--- src/rtl/pwrseq_pkg.sv ---
// Shared definitions for the power mode sequencer.
// Assumes the control register delivers the 2-bit code unchanged.
package pwrseq_pkg;

    typedef enum logic [1:0] {
        PM_NORMAL    = 2'b00,
        PM_FULL_OFF  = 2'b01,
        PM_AUTO_OFF  = 2'b10,
        PM_AUTO_STBY = 2'b11
    } pm_mode_e;

    // Converts a wake interval in microseconds to clock cycles.
    function automatic int unsigned us_to_cycles(input int unsigned mhz,
                                                 input int unsigned us);
        return mhz * us;
    endfunction

endpackage

--- src/rtl/pwrseq_frame.sv ---
// Transfer tracker: counts rising serial edges while chip select is low.
// It flags the edge that completes a transfer and the first falling
// edge of a transfer.
// Assumes the edge pulses are one clock wide and never coincide.
module pwrseq_frame #(
    parameter int unsigned FRAME_EDGES = 16
) (
    input  logic clk,
    input  logic rst_n,
    input  logic cs_n_i,
    input  logic sclk_rise_i,
    input  logic sclk_fall_i,
    output logic frame_end_o,
    output logic first_fall_o
);
    localparam int unsigned CW = $clog2(FRAME_EDGES + 1);

    logic [CW-1:0] rise_cnt_q;
    logic          fall_seen_q;

    // Decodes the completing rise and the first fall of the current transfer.
    always_comb begin
        frame_end_o  = !cs_n_i && sclk_rise_i && (rise_cnt_q == CW'(FRAME_EDGES - 1));
        first_fall_o = !cs_n_i && sclk_fall_i && !fall_seen_q;
    end

    // Keeps the per-transfer edge history and clears it while deselected.
    always_ff @(posedge clk) begin
        if (!rst_n || cs_n_i) begin
            rise_cnt_q  <= '0;
            fall_seen_q <= 1'b0;
        end else begin
            if (sclk_rise_i && rise_cnt_q != CW'(FRAME_EDGES))
                rise_cnt_q <= rise_cnt_q + CW'(1);
            if (sclk_fall_i)
                fall_seen_q <= 1'b1;
        end
    end

    AST_IDLE_CLEARS: assert property (@(posedge clk) disable iff (!rst_n)
        cs_n_i |=> (rise_cnt_q == '0) && !fall_seen_q);

    AST_SINGLE_END: assert property (@(posedge clk) disable iff (!rst_n)
        frame_end_o |=> !frame_end_o);

endmodule

--- src/rtl/pwrseq_wake_timer.sv ---
// Wake-up interval counter. start loads the long or the short interval,
// clear abandons a count, and done is high whenever no count runs.
// Assumes start and clear are never high together.
module pwrseq_wake_timer #(
    parameter int unsigned LONG_CYC  = 625,
    parameter int unsigned SHORT_CYC = 125
) (
    input  logic clk,
    input  logic rst_n,
    input  logic start_i,
    input  logic short_i,
    input  logic clear_i,
    output logic done_o
);
    localparam int unsigned MAX_CYC = (LONG_CYC > SHORT_CYC) ? LONG_CYC : SHORT_CYC;
    localparam int unsigned CW      = $clog2(MAX_CYC + 1);

    logic [CW-1:0] cnt_q;

    // Loads, clears or counts down the remaining wake cycles.
    always_ff @(posedge clk) begin
        if (!rst_n || clear_i)
            cnt_q <= '0;
        else if (start_i)
            cnt_q <= short_i ? CW'(SHORT_CYC) : CW'(LONG_CYC);
        else if (cnt_q != '0)
            cnt_q <= cnt_q - CW'(1);
    end

    // Reports that the interval has elapsed.
    always_comb done_o = (cnt_q == '0);

    AST_WAKE_DECREMENTS: assert property (@(posedge clk) disable iff (!rst_n)
        (cnt_q != '0 && !start_i && !clear_i) |=> (cnt_q == $past(cnt_q) - CW'(1)));

    AST_START_LOADS: assert property (@(posedge clk) disable iff (!rst_n)
        (start_i && !clear_i) |=> !done_o);

endmodule

--- src/rtl/pwrseq_ctrl.sv ---
// Power state controller. It holds the active mode, the core and
// reference enables, and whether the last sleep was deep or standby.
// It requests wake timing from the timer.
// Assumes frame_end_i and first_fall_i are never high together.
module pwrseq_ctrl
    import pwrseq_pkg::*;
(
    input  logic       clk,
    input  logic       rst_n,
    input  logic [1:0] pm_field_i,
    input  logic       ext_ref_i,
    input  logic       frame_end_i,
    input  logic       first_fall_i,
    input  logic       timer_done_i,
    output logic       timer_start_o,
    output logic       timer_short_o,
    output logic       timer_clear_o,
    output logic       core_en_o,
    output logic       ref_en_o,
    output logic       ready_o
);
    pm_mode_e mode_q, mode_d;
    logic     core_q, core_d;
    logic     ref_q,  ref_d;
    logic     deep_q, deep_d;
    logic     auto_mode;

    // Works out the next power state from transfer events.
    always_comb begin
        mode_d        = mode_q;
        core_d        = core_q;
        ref_d         = ref_q;
        deep_d        = deep_q;
        timer_start_o = 1'b0;
        timer_short_o = 1'b0;
        timer_clear_o = 1'b0;
        auto_mode     = (mode_q == PM_AUTO_OFF) || (mode_q == PM_AUTO_STBY);
        if (frame_end_i) begin
            mode_d = pm_mode_e'(pm_field_i);
            case (pm_mode_e'(pm_field_i))
                PM_NORMAL: begin
                    ref_d = 1'b1;
                    if (!core_q) begin
                        core_d        = 1'b1;
                        timer_start_o = 1'b1;
                        timer_short_o = ext_ref_i || !deep_q;
                    end
                end
                PM_AUTO_STBY: begin
                    core_d        = 1'b0;
                    ref_d         = 1'b1;
                    deep_d        = 1'b0;
                    timer_clear_o = 1'b1;
                end
                default: begin
                    core_d        = 1'b0;
                    ref_d         = 1'b0;
                    deep_d        = 1'b1;
                    timer_clear_o = 1'b1;
                end
            endcase
        end else if (first_fall_i && auto_mode && !core_q) begin
            core_d        = 1'b1;
            ref_d         = 1'b1;
            timer_start_o = 1'b1;
            timer_short_o = ext_ref_i || (mode_q == PM_AUTO_STBY);
        end
    end

    // Registers the power state; reset brings the part up in normal mode.
    always_ff @(posedge clk) begin
        if (!rst_n) begin
            mode_q <= PM_NORMAL;
            core_q <= 1'b1;
            ref_q  <= 1'b1;
            deep_q <= 1'b1;
        end else begin
            mode_q <= mode_d;
            core_q <= core_d;
            ref_q  <= ref_d;
            deep_q <= deep_d;
        end
    end

    // Drives the enables and the ready flag.
    always_comb begin
        core_en_o = core_q;
        ref_en_o  = ref_q;
        ready_o   = core_q && timer_done_i;
    end

    AST_NORMAL_ON: assert property (@(posedge clk) disable iff (!rst_n)
        (mode_q == PM_NORMAL) |-> (core_q && ref_q));

    AST_FULL_OFF: assert property (@(posedge clk) disable iff (!rst_n)
        (mode_q == PM_FULL_OFF) |-> (!core_q && !ref_q));

    AST_STBY_REF: assert property (@(posedge clk) disable iff (!rst_n)
        (mode_q == PM_AUTO_STBY) |-> ref_q);

    AST_AUTO_OFF_REF: assert property (@(posedge clk) disable iff (!rst_n)
        (mode_q == PM_AUTO_OFF) |-> (ref_q == core_q));

    AST_MODE_AT_END: assert property (@(posedge clk) disable iff (!rst_n)
        !frame_end_i |=> $stable(mode_q));

endmodule

--- src/rtl/pwr_mode_seq.sv ---
// Top of the power mode sequencer: the transfer tracker feeds the
// controller, and the controller drives the wake timer.
// Assumes one clock per timebase tick, with CLK_MHZ clock cycles per microsecond.
module pwr_mode_seq
    import pwrseq_pkg::*;
#(
    parameter int unsigned CLK_MHZ       = 125,
    parameter int unsigned DEEP_WAKE_US  = 5,
    parameter int unsigned LIGHT_WAKE_US = 1,
    parameter int unsigned FRAME_EDGES   = 16
) (
    input  logic       clk,
    input  logic       rst_n,
    input  logic [1:0] pm_field_i,
    input  logic       ext_ref_i,
    input  logic       cs_n_i,
    input  logic       sclk_rise_i,
    input  logic       sclk_fall_i,
    output logic       core_en_o,
    output logic       ref_en_o,
    output logic       ready_o
);
    localparam int unsigned LONG_CYC  = us_to_cycles(CLK_MHZ, DEEP_WAKE_US);
    localparam int unsigned SHORT_CYC = us_to_cycles(CLK_MHZ, LIGHT_WAKE_US);

    logic frame_end, first_fall;
    logic t_start, t_short, t_clear, t_done;

    pwrseq_frame #(.FRAME_EDGES(FRAME_EDGES)) u_frame (
        .clk         (clk),
        .rst_n       (rst_n),
        .cs_n_i      (cs_n_i),
        .sclk_rise_i (sclk_rise_i),
        .sclk_fall_i (sclk_fall_i),
        .frame_end_o (frame_end),
        .first_fall_o(first_fall)
    );

    pwrseq_ctrl u_ctrl (
        .clk          (clk),
        .rst_n        (rst_n),
        .pm_field_i   (pm_field_i),
        .ext_ref_i    (ext_ref_i),
        .frame_end_i  (frame_end),
        .first_fall_i (first_fall),
        .timer_done_i (t_done),
        .timer_start_o(t_start),
        .timer_short_o(t_short),
        .timer_clear_o(t_clear),
        .core_en_o    (core_en_o),
        .ref_en_o     (ref_en_o),
        .ready_o      (ready_o)
    );

    pwrseq_wake_timer #(.LONG_CYC(LONG_CYC), .SHORT_CYC(SHORT_CYC)) u_timer (
        .clk    (clk),
        .rst_n  (rst_n),
        .start_i(t_start),
        .short_i(t_short),
        .clear_i(t_clear),
        .done_o (t_done)
    );

    AST_POWERUP_NOT_READY: assert property (@(posedge clk) disable iff (!rst_n)
        $rose(core_en_o) |-> !ready_o);

    AST_OFF_NOT_READY: assert property (@(posedge clk) disable iff (!rst_n)
        !core_en_o |-> !ready_o);

endmodule

--- config.mk ---
export PLATFORM = sky130hd
export DESIGN_NAME = pwr_mode_seq
export DESIGN_NICKNAME = d
export VERILOG_FILES = /design/src/rtl/pwrseq_pkg.sv /design/src/rtl/pwrseq_frame.sv /design/src/rtl/pwrseq_wake_timer.sv /design/src/rtl/pwrseq_ctrl.sv /design/src/rtl/pwr_mode_seq.sv
export SDC_FILE = /design/constraint.sdc
export NUM_CORES = 1
export LEC_CHECK = 0
export ABC_AREA = 1
export ABC_CLOCK_PERIOD_IN_PS = 3100
export BUFFER_PORTS_ARGS = -buffer_cell sky130_fd_sc_hd__buf_2
export CAP_MARGIN = 5
export CORE_ASPECT_RATIO = 1.25
export CORE_MARGIN = 4
export CORE_UTILIZATION = 35
export CTS_CLUSTER_DIAMETER = 100
export DETAILED_ROUTE_END_ITERATION = 8
export HOLD_SLACK_MARGIN = 0.1
export RECOVER_POWER = 100
export REMOVE_ABC_BUFFERS = 1
export SYNTH_ARGS = -nofsm -noshare
export SYNTH_HDL_FRONTEND = slang
export SYNTH_HIERARCHICAL = 1
export SYNTH_SLANG_ARGS = --single-unit
--- constraint.sdc ---
create_clock -name clk -period 3.1 [get_ports clk]
set_clock_uncertainty 0.1 [all_clocks]
set_input_delay 0.31 -clock clk [delete_from_list [all_inputs] [get_ports clk]]
set_output_delay 0.31 -clock clk [all_outputs]
set_load 0.05 [all_outputs]
==> results of run 1 <==
==> worst paths after layout <==
check / cells past startpoint / end / slack, ns / start
min reg2reg: 2 / u_ctrl/deep_q$_SDFFE_PN1P_ / 0.38 / u_ctrl/deep_q$_SDFFE_PN1P_
max reg2reg: 12 / u_timer/cnt_q[1]$_SDFFE_PP0P_ / 0.67 / u_frame/rise_cnt_q[0]$_SDFFE_PP0P_
min: 3 / u_frame/fall_seen_q$_SDFFE_PP0P_ / 0.18 / sclk_fall_i
max: 12 / u_timer/cnt_q[1]$_SDFFE_PP0P_ / 0.67 / u_frame/rise_cnt_q[0]$_SDFFE_PP0P_
==> cells by family after synthesis <==
logic type | count (synthesis) | share of synthesized area, %
xor gates and xnor gates | 3 | 2.19
adders and majority gates | 6 | 6.25
and+or+nand+nor | 96 | 37.7
AOI/OAI and AO/OA | 19 | 8.44
DFF | 21 | 35.0
buffers and inverters | 30 | 10.4
==> placed cells by master, fill, tap and decap left out, types with 4 or more instances in the layout <==
cell type and n:
nor2_1 25, nand3_1 18, buf_2 6, ha_1 6
a21oi_1 13, nand2_1 36, inv_1 27, dfxtp_1 21
o21ai_0 5, clkbuf_1 5, nand4_1 4
==> synth_stat cells (all sizes together) <==
cell	instances
nand2	40
nor2	29
inv	28
dfxtp	21
nand3	19
a21oi	13
ha	6
o21ai	5
nand4	4
or2	2
xnor2	2
and3	1
buf	1
clkinv	1
nor3b	1
o21bai	1
xor2	1
==> power groups by stage <==
stage / logic [mW] / clock network [mW] / registers (mW)
2_1_floorplan: 0.343 / 0 / 0.350
3_3_place_gp: 0.408 / 0 / 0.360
3_5_place_dp: 0.406 / 0 / 0.360
4_1_cts: 0.407 / 0.186 / 0.353
5_1_grt: 0.468 / 0.197 / 0.358
6_report: 0.396 / 0.178 / 0.351
==> worst register-to-register path: stages (launching register included) <==
cell	delay (ns)
dfxtp_1	0.39
ha_1	0.20
and3_1	0.17
ha_1	0.13
nand2_1	0.05
nor2_1	0.34
inv_1	0.17
nor2_1	0.23
inv_1	0.09
nand2_1	0.17
nor2_1	0.12
o21ai_0	0.12
nor2_2	0.04
==> sequential cells by signal (all words and copies together), names as in the netlist <==
| register | count |
|---|---|
| u_timer/cnt_q | 10 |
| u_frame/rise_cnt_q | 5 |
| u_ctrl/mode_q | 2 |
| u_ctrl/core_en_o | 1 |
| u_ctrl/deep_q | 1 |
| u_ctrl/ref_en_o | 1 |
| u_frame/fall_seen_q | 1 |
==> layout make-up <==
class                           count  area, µm²  area share (%)
Timing Repair Buffer               10       45.0            3.44
Clock buffer                        4       45.0            3.44
Inverter                           29        114            8.69
Tap cell                           37       46.3            3.53
Multi-Input combinational cell    124        639            48.8
Sequential cell                    21        420            32.1
==> layer usage <==
metal | routed length, µm | part of all wire, % | GRT usage (%) | vias up
met5 | 0 | 0 | 0 | -
met4 | 51 | 2.4 | 5.91 | 0
met3 | 52 | 2.4 | 2.11 | 5
met2 | 1000 | 47 | 20.1 | 10
met1 | 1020 | 48 | 14.3 | 449
li1 | - | - | - | 574
==> per-stage QoR <==
stage	worst slack [ns]	std cells	total power [mW]	hold slack, ns	util (%)
2_1_floorplan	0.976	174	0.693	0.279	-
3_3_place_gp	0.746	221	0.768	0.358	39.6
3_5_place_dp	0.689	221	0.766	0.362	39.6
4_1_cts	0.666	225	0.947	0.182	40.9
5_1_grt	0.238	225	1.02	0.220	40.3
6_report	0.675	225	0.924	0.183	40.3
==> flow_metrics.py, run 1 <==
metrics = {
    "run_status": {
        "status": "finished clean",
    },
    "clocking": {
        "postCtsSetupBuffers": 0,
        "cts_sinks": 21,
        "clk_latency_ns": 0.26,
        "cts_max_path_buffers": 2,
        "root_buffer": "clkbuf_8",
        "cts.reportedPaths.clkPinSlew_ns": 0.08,
        "htreeDepth": 1,
        "cts-resized-gates": 0,
        "holdBufCountCts": 0,
        "numCtsBuffers": 3,
        "cts_tree": "done",
    },
    "timing": {
        "max_freq_mhz": 412,
        "tns_ns": 0,
        "relSlewSlack_pct": 60.2,
        "rsz0062_at_grt": "no",
        "period_share_pct": 78.2,
        "hold_viol": 0,
        "slew_viol_final": 0,
        "tightest_slew_ns": 0.599,
        "period_minus_slack_ns": 2.43,
        "setup_viol": 0,
    },
    "synthesis": {
        "synthTopCellsByArea": "dfxtp_1, nand2_1, inv_1, nor2_1, nand3_1",
        "syn_avg_cell_area_um2": 6.86,
        "post-synth-top-area-cell": "dfxtp_1",
        "yosysSeqAreaShare_pct": 35.0,
        "netlist.area_leader.share_pct": 35.0,
        "synthCells": 175,
        "synth_area_mm2": 0.00120,
        "ys_warn_count": 6,
        "synthDistinctLibCells": 24,
        "ys_ff_latch": 21,
    },
    "floorplan": {
        "fp.dieArea_mm2": 0.00444,
        "core-area_mm2": 0.00325,
        "die_y_um": 73.5,
        "die_x_um": 60.4,
        "start_util_pct": 36.9,
        "core.rowCount": 23,
        "pin_count": 11,
    },
    "grt": {
        "grt_pass1_wl_um": 4040,
        "grt-ovfl-total": 0,
        "antenna_found_initial": 0,
        "grt_max_degree": 12,
        "first_global_vias": 985,
        "grt_use_total_pct": 11.9,
    },
    "setup_path": {
        "cpPeakStageDelay_ns": 0.39,
        "cp_num_buf_inv": 2,
        "path_cells": "ha_1 -> and3_1 -> ha_1 -> nand2_1 -> nor2_1 -> inv_1 -> nor2_1 -> inv_1 -> nand2_1 -> nor2_1 -> o21ai_0 -> nor2_2",
        "worstPathArrival_ns": 2.48,
        "path_common_cell": "nor2_1",
        "critPathLaunchType": "flip-flop",
        "crit_path_top_delay_cell": "dfxtp_1",
        "critPathRequiredTime_ns": 3.16,
        "critPathMaxFanout": 8,
        "worstSetupEndpointType": "flip-flop",
        "worstSetupPathType": "flip-flop to flip-flop",
        "crit_family": "simple AND/OR/NAND/NOR gates",
    },
    "cells_and_area": {
        "drive_above_1_share_pct": 10.1,
        "syn_to_final_growth_pct": 9.06,
        "antenna_cells": 0,
        "fillers": 361,
        "design_area_mm2": 0.00131,
        "nets": 203,
    },
    "power": {
        "power.internal_mw": 0.554,
        "switching_share_pct": 40.1,
        "powerDensity_mw_per_mm2": 706,
        "netSwitchingPower_mw": 0.371,
        "clkPwrFrac_pct": 19.2,
        "share_seq_of_total_power_pct": 38.0,
        "power_leakage_nw": 0.636,
        "vdd_drop_max_mv": 0.305,
        "pwr-share-comb_pct": 42.8,
    },
    "routing": {
        "antenna_left": 0,
        "remaining_drc_errors": 0,
        "postRouteWirelength_um": 2130,
        "via_per_inst": 4.61,
        "num_vias": 1038,
        "drt_first_pass_iters": 4,
        "wire_per_inst_um": 9.47,
        "drtIter0Drc": 25,
    },
    "job": {
        "cap_violations": 0,
    },
    "placement": {
        "dpl-instance-area_mm2": 0.00129,
        "place_congestion": 0.814,
        "numPortBuffers": 10,
        "hpwl_um": 1690,
    },
    "min_path": {
        "holdCritPathClass": "input port to flip-flop",
    },
}
(Power assumes the default switching activity.)
==> inputs of run 2 (changes only) <==
--- a/config.mk
+++ b/config.mk
@@ -5,8 +5,8 @@
 export SDC_FILE = /design/constraint.sdc
 export NUM_CORES = 1
 export LEC_CHECK = 0
-export ABC_AREA = 1
-export ABC_CLOCK_PERIOD_IN_PS = 3100
+export ABC_AREA = 0
+export ABC_CLOCK_PERIOD_IN_PS = 2300
 export BUFFER_PORTS_ARGS = -buffer_cell sky130_fd_sc_hd__buf_2
 export CAP_MARGIN = 5
 export CORE_ASPECT_RATIO = 1.25
==> constraint.sdc (replaced) <==
create_clock -name clk -period 2.3 [get_ports clk]
set_clock_uncertainty 0.1 [all_clocks]
set_input_delay 0.23 -clock clk [delete_from_list [all_inputs] [get_ports clk]]
set_output_delay 0.23 -clock clk [all_outputs]
set_load 0.05 [all_outputs]
==> flow_metrics.py, run 2 <==
metrics = {
    "run_status": {
        "status": "finished clean",
    },
    "floorplan": {
        "pin_count": 11,
        "start_util_pct": 37.6,
        "core.rowCount": 22,
        "core-area_mm2": 0.00303,
        "fp.dieArea_mm2": 0.00424,
        "die_y_um": 71.8,
        "die_x_um": 59.0,
    },
    "timing": {
        "setup_viol": 0,
        "period_share_pct": 91.6,
        "slew_viol_final": 0,
        "period_minus_slack_ns": 2.11,
        "hold_viol": 0,
        "relSlewSlack_pct": 60.5,
        "tns_ns": 0,
        "rsz0062_at_grt": "no",
        "max_freq_mhz": 474,
        "hold_ws_ns": 0.114,
        "tightest_slew_ns": 0.595,
    },
    "setup_path": {
        "r2r-start": "u_frame/rise_cnt_q[0]$_SDFFE_PP0P_",
        "crit_family": "simple AND/OR/NAND/NOR gates",
        "r2r-end": "u_timer/cnt_q[9]$_SDFFE_PP0P_",
        "cpPeakStageDelay_ns": 0.34,
        "worstSetupEndpointType": "primary output",
        "critPathLaunchType": "flip-flop",
        "critPathMaxFanout": 3,
        "worstPathArrival_ns": 1.78,
        "worstSetupPathType": "flip-flop to primary output",
        "cp.depth": 7,
        "crit_path_top_delay_cell": "dfxtp_1",
        "crit_start": "u_timer/cnt_q[0]$_SDFFE_PP0P_",
        "path_cells": "inv_1 -> ha_1 -> nor3b_2 -> nand3_1 -> inv_2 -> and2_1 -> clkbuf_2",
        "reg2reg_depth": 10,
        "r2r_setup_slack_ns": 0.28,
        "cp-endpoint": "ready_o",
        "critPathRequiredTime_ns": 1.97,
        "cp_num_buf_inv": 3,
    },
    "synthesis": {
        "yosysSeqAreaShare_pct": 36.9,
        "synthDistinctLibCells": 43,
        "syn_avg_cell_area_um2": 8.97,
        "synth_area_mm2": 0.00114,
        "post-synth-top-area-cell": "dfxtp_1",
        "synthTopCellsByArea": "dfxtp_1, ha_1, mux2i_1, inv_1, nand2_1",
        "synth_ff_type": "dfxtp_1",
        "synthCells": 127,
        "netlist.area_leader.share_pct": 36.9,
        "ys_warn_count": 6,
        "synthArstFlopShare_pct": 0,
        "yosysMostFrequentCell": "dfxtp_1",
        "synth_edf_count": 0,
        "ys_ff_latch": 21,
        "synthTopCellsByCount": "dfxtp_1, inv_1, nand2_1",
    },
    "cells_and_area": {
        "drive_above_1_share_pct": 14.9,
        "antenna_cells": 0,
        "design_area_mm2": 0.00130,
        "stdcell_count": 184,
        "syn_to_final_growth_pct": 14.2,
        "final_common_cell": "dfxtp_1",
        "reg.largest.list": "u_timer/cnt_q (10), u_frame/rise_cnt_q (5), u_ctrl/mode_q (2)",
        "fillers": 327,
        "final_cell_mix": "dfxtp_1, inv_1, nand2_1",
        "largest-register": "u_timer/cnt_q",
        "nets": 163,
        "register_area_um2": 420,
        "multi_input_area_um2": 648,
        "largest_reg_flops": 10,
    },
    "placement": {
        "place_congestion": 0.781,
        "hpwl_um": 1720,
        "dpl-instance-area_mm2": 0.00126,
        "numPortBuffers": 10,
        "placed_cells": 177,
    },
    "routing": {
        "drt_first_pass_iters": 5,
        "via_per_inst": 5.14,
        "postRouteWirelength_um": 2200,
        "drtIter0Drc": 31,
        "antenna_left": 0,
        "remaining_drc_errors": 0,
        "wire_per_inst_um": 12.0,
        "num_vias": 946,
    },
    "clocking": {
        "htreeDepth": 1,
        "clk_latency_ns": 0.31,
        "cts_tree": "done",
        "root_buffer": "clkbuf_4",
        "cts_max_path_buffers": 2,
        "numCtsBuffers": 3,
        "postCtsSetupBuffers": 0,
        "cts_sinks": 21,
        "cts.reportedPaths.clkPinSlew_ns": 0.13,
    },
    "grt": {
        "grt_max_degree": 13,
        "antenna_found_initial": 0,
        "grt_pass1_wl_um": 3920,
        "grt-ovfl-total": 0,
        "grt_use_total_pct": 11.6,
        "first_global_vias": 935,
    },
    "power": {
        "power_leakage_nw": 0.519,
        "powerDensity_mw_per_mm2": 975,
        "vdd_drop_max_mv": 0.531,
    },
    "job": {
        "cap_violations": 0,
    },
    "min_path": {
        "holdCritPathClass": "input port to flip-flop",
    },
}
[run 2: changes by cell type after synthesis, sizes merged, moves of 3 or more]
cell,delta
nand2,-28
nor2,-20
inv,-16
nand3,-15
mux2i,+6
a21oi,-5
nor2b,+5
nand2b,+4
nand4,-3
or3,+3
[run 2: cell type report]
type / count / area share, %
clock buffers: 3 / 1.73
clock inverters: 1 / 0.385
inverters: 12 / 3.46
multi-input cells: 92 / 49.9
flip-flops and latches: 21 / 32.3
well taps: 36 / 3.46
repair buffers: 19 / 8.76
[run 2: layer usage]
metal | wire, µm | track usage (%) | vias up
li1 | - | - | 487
met3 | 67 | 1.62 | 2
met5 | 0 | 0 | -
met2 | 1130 | 19.0 | 15
met1 | 980 | 14.8 | 442
met4 | 21 | 5.29 | 0
[run 2: worst reg2reg max path, delay by kind of cell, from the launching register on]
family	cells	cell delay [ns]
flip-flops	1	0.39
AO/OA/AOI/OAI	2	0.21
adder cells (fa/ha/maj)	2	0.31
AND/OR/NAND/NOR	5	0.71
buffers and inverters	1	0.26
[run 2: how the worst min path moves through the flow]
stage	start	cells past startpoint	endpoint	slack, ns
after global placement	sclk_fall_i	2	u_frame/fall_seen_q$_SDFFE_PP0P_	0.34
after CTS	pm_field_i[0]	3	u_ctrl/mode_q[0]$_SDFFE_PN0P_	0.10
after detailed placement	sclk_fall_i	2	u_frame/fall_seen_q$_SDFFE_PP0P_	0.35
after global routing	pm_field_i[0]	3	u_ctrl/mode_q[0]$_SDFFE_PN0P_	0.13
after floorplan	rst_n	1	u_ctrl/deep_q$_SDFFE_PN1P_	0.19
final	pm_field_i[1]	3	u_ctrl/mode_q[1]$_SDFFE_PN0P_	0.11
[run 2: cell families after synthesis]
logic type | share of synthesized area [%]
AOI/OAI and AO/OA | 14.5
xor gates and xnor gates | 3.85
adders and majority gates | 6.59
buffers and inverters | 5.27
DFF | 36.9
muxes | 5.27
and+or+nand+nor | 27.6
[run 2: stage by stage]
stage	power, mW	worst slack, ns	utilization [%]
final	1.27	0.192	42.9
after global routing	1.38	0.0308	42.9
after CTS	1.28	0.183	43.6
after detailed placement	1.09	0.207	41.7
after global placement	1.08	0.304	41.7
after floorplan	0.928	0.193	-
[run 2: report_power, final]
group	switching, mW	leakage (nW)	internal [mW]
Clock	0.116	0.0177	0.0648
Combinational	0.314	0.330	0.281
Sequential	0.0634	0.171	0.428
[run 2: timing repair]
item | in CTS | in global routing
gates resized for setup | 0 | 1
hold buffers | 3 | 0
endpoints found under the setup margin | 0 | 3
endpoints found under the hold margin | 5 | 0
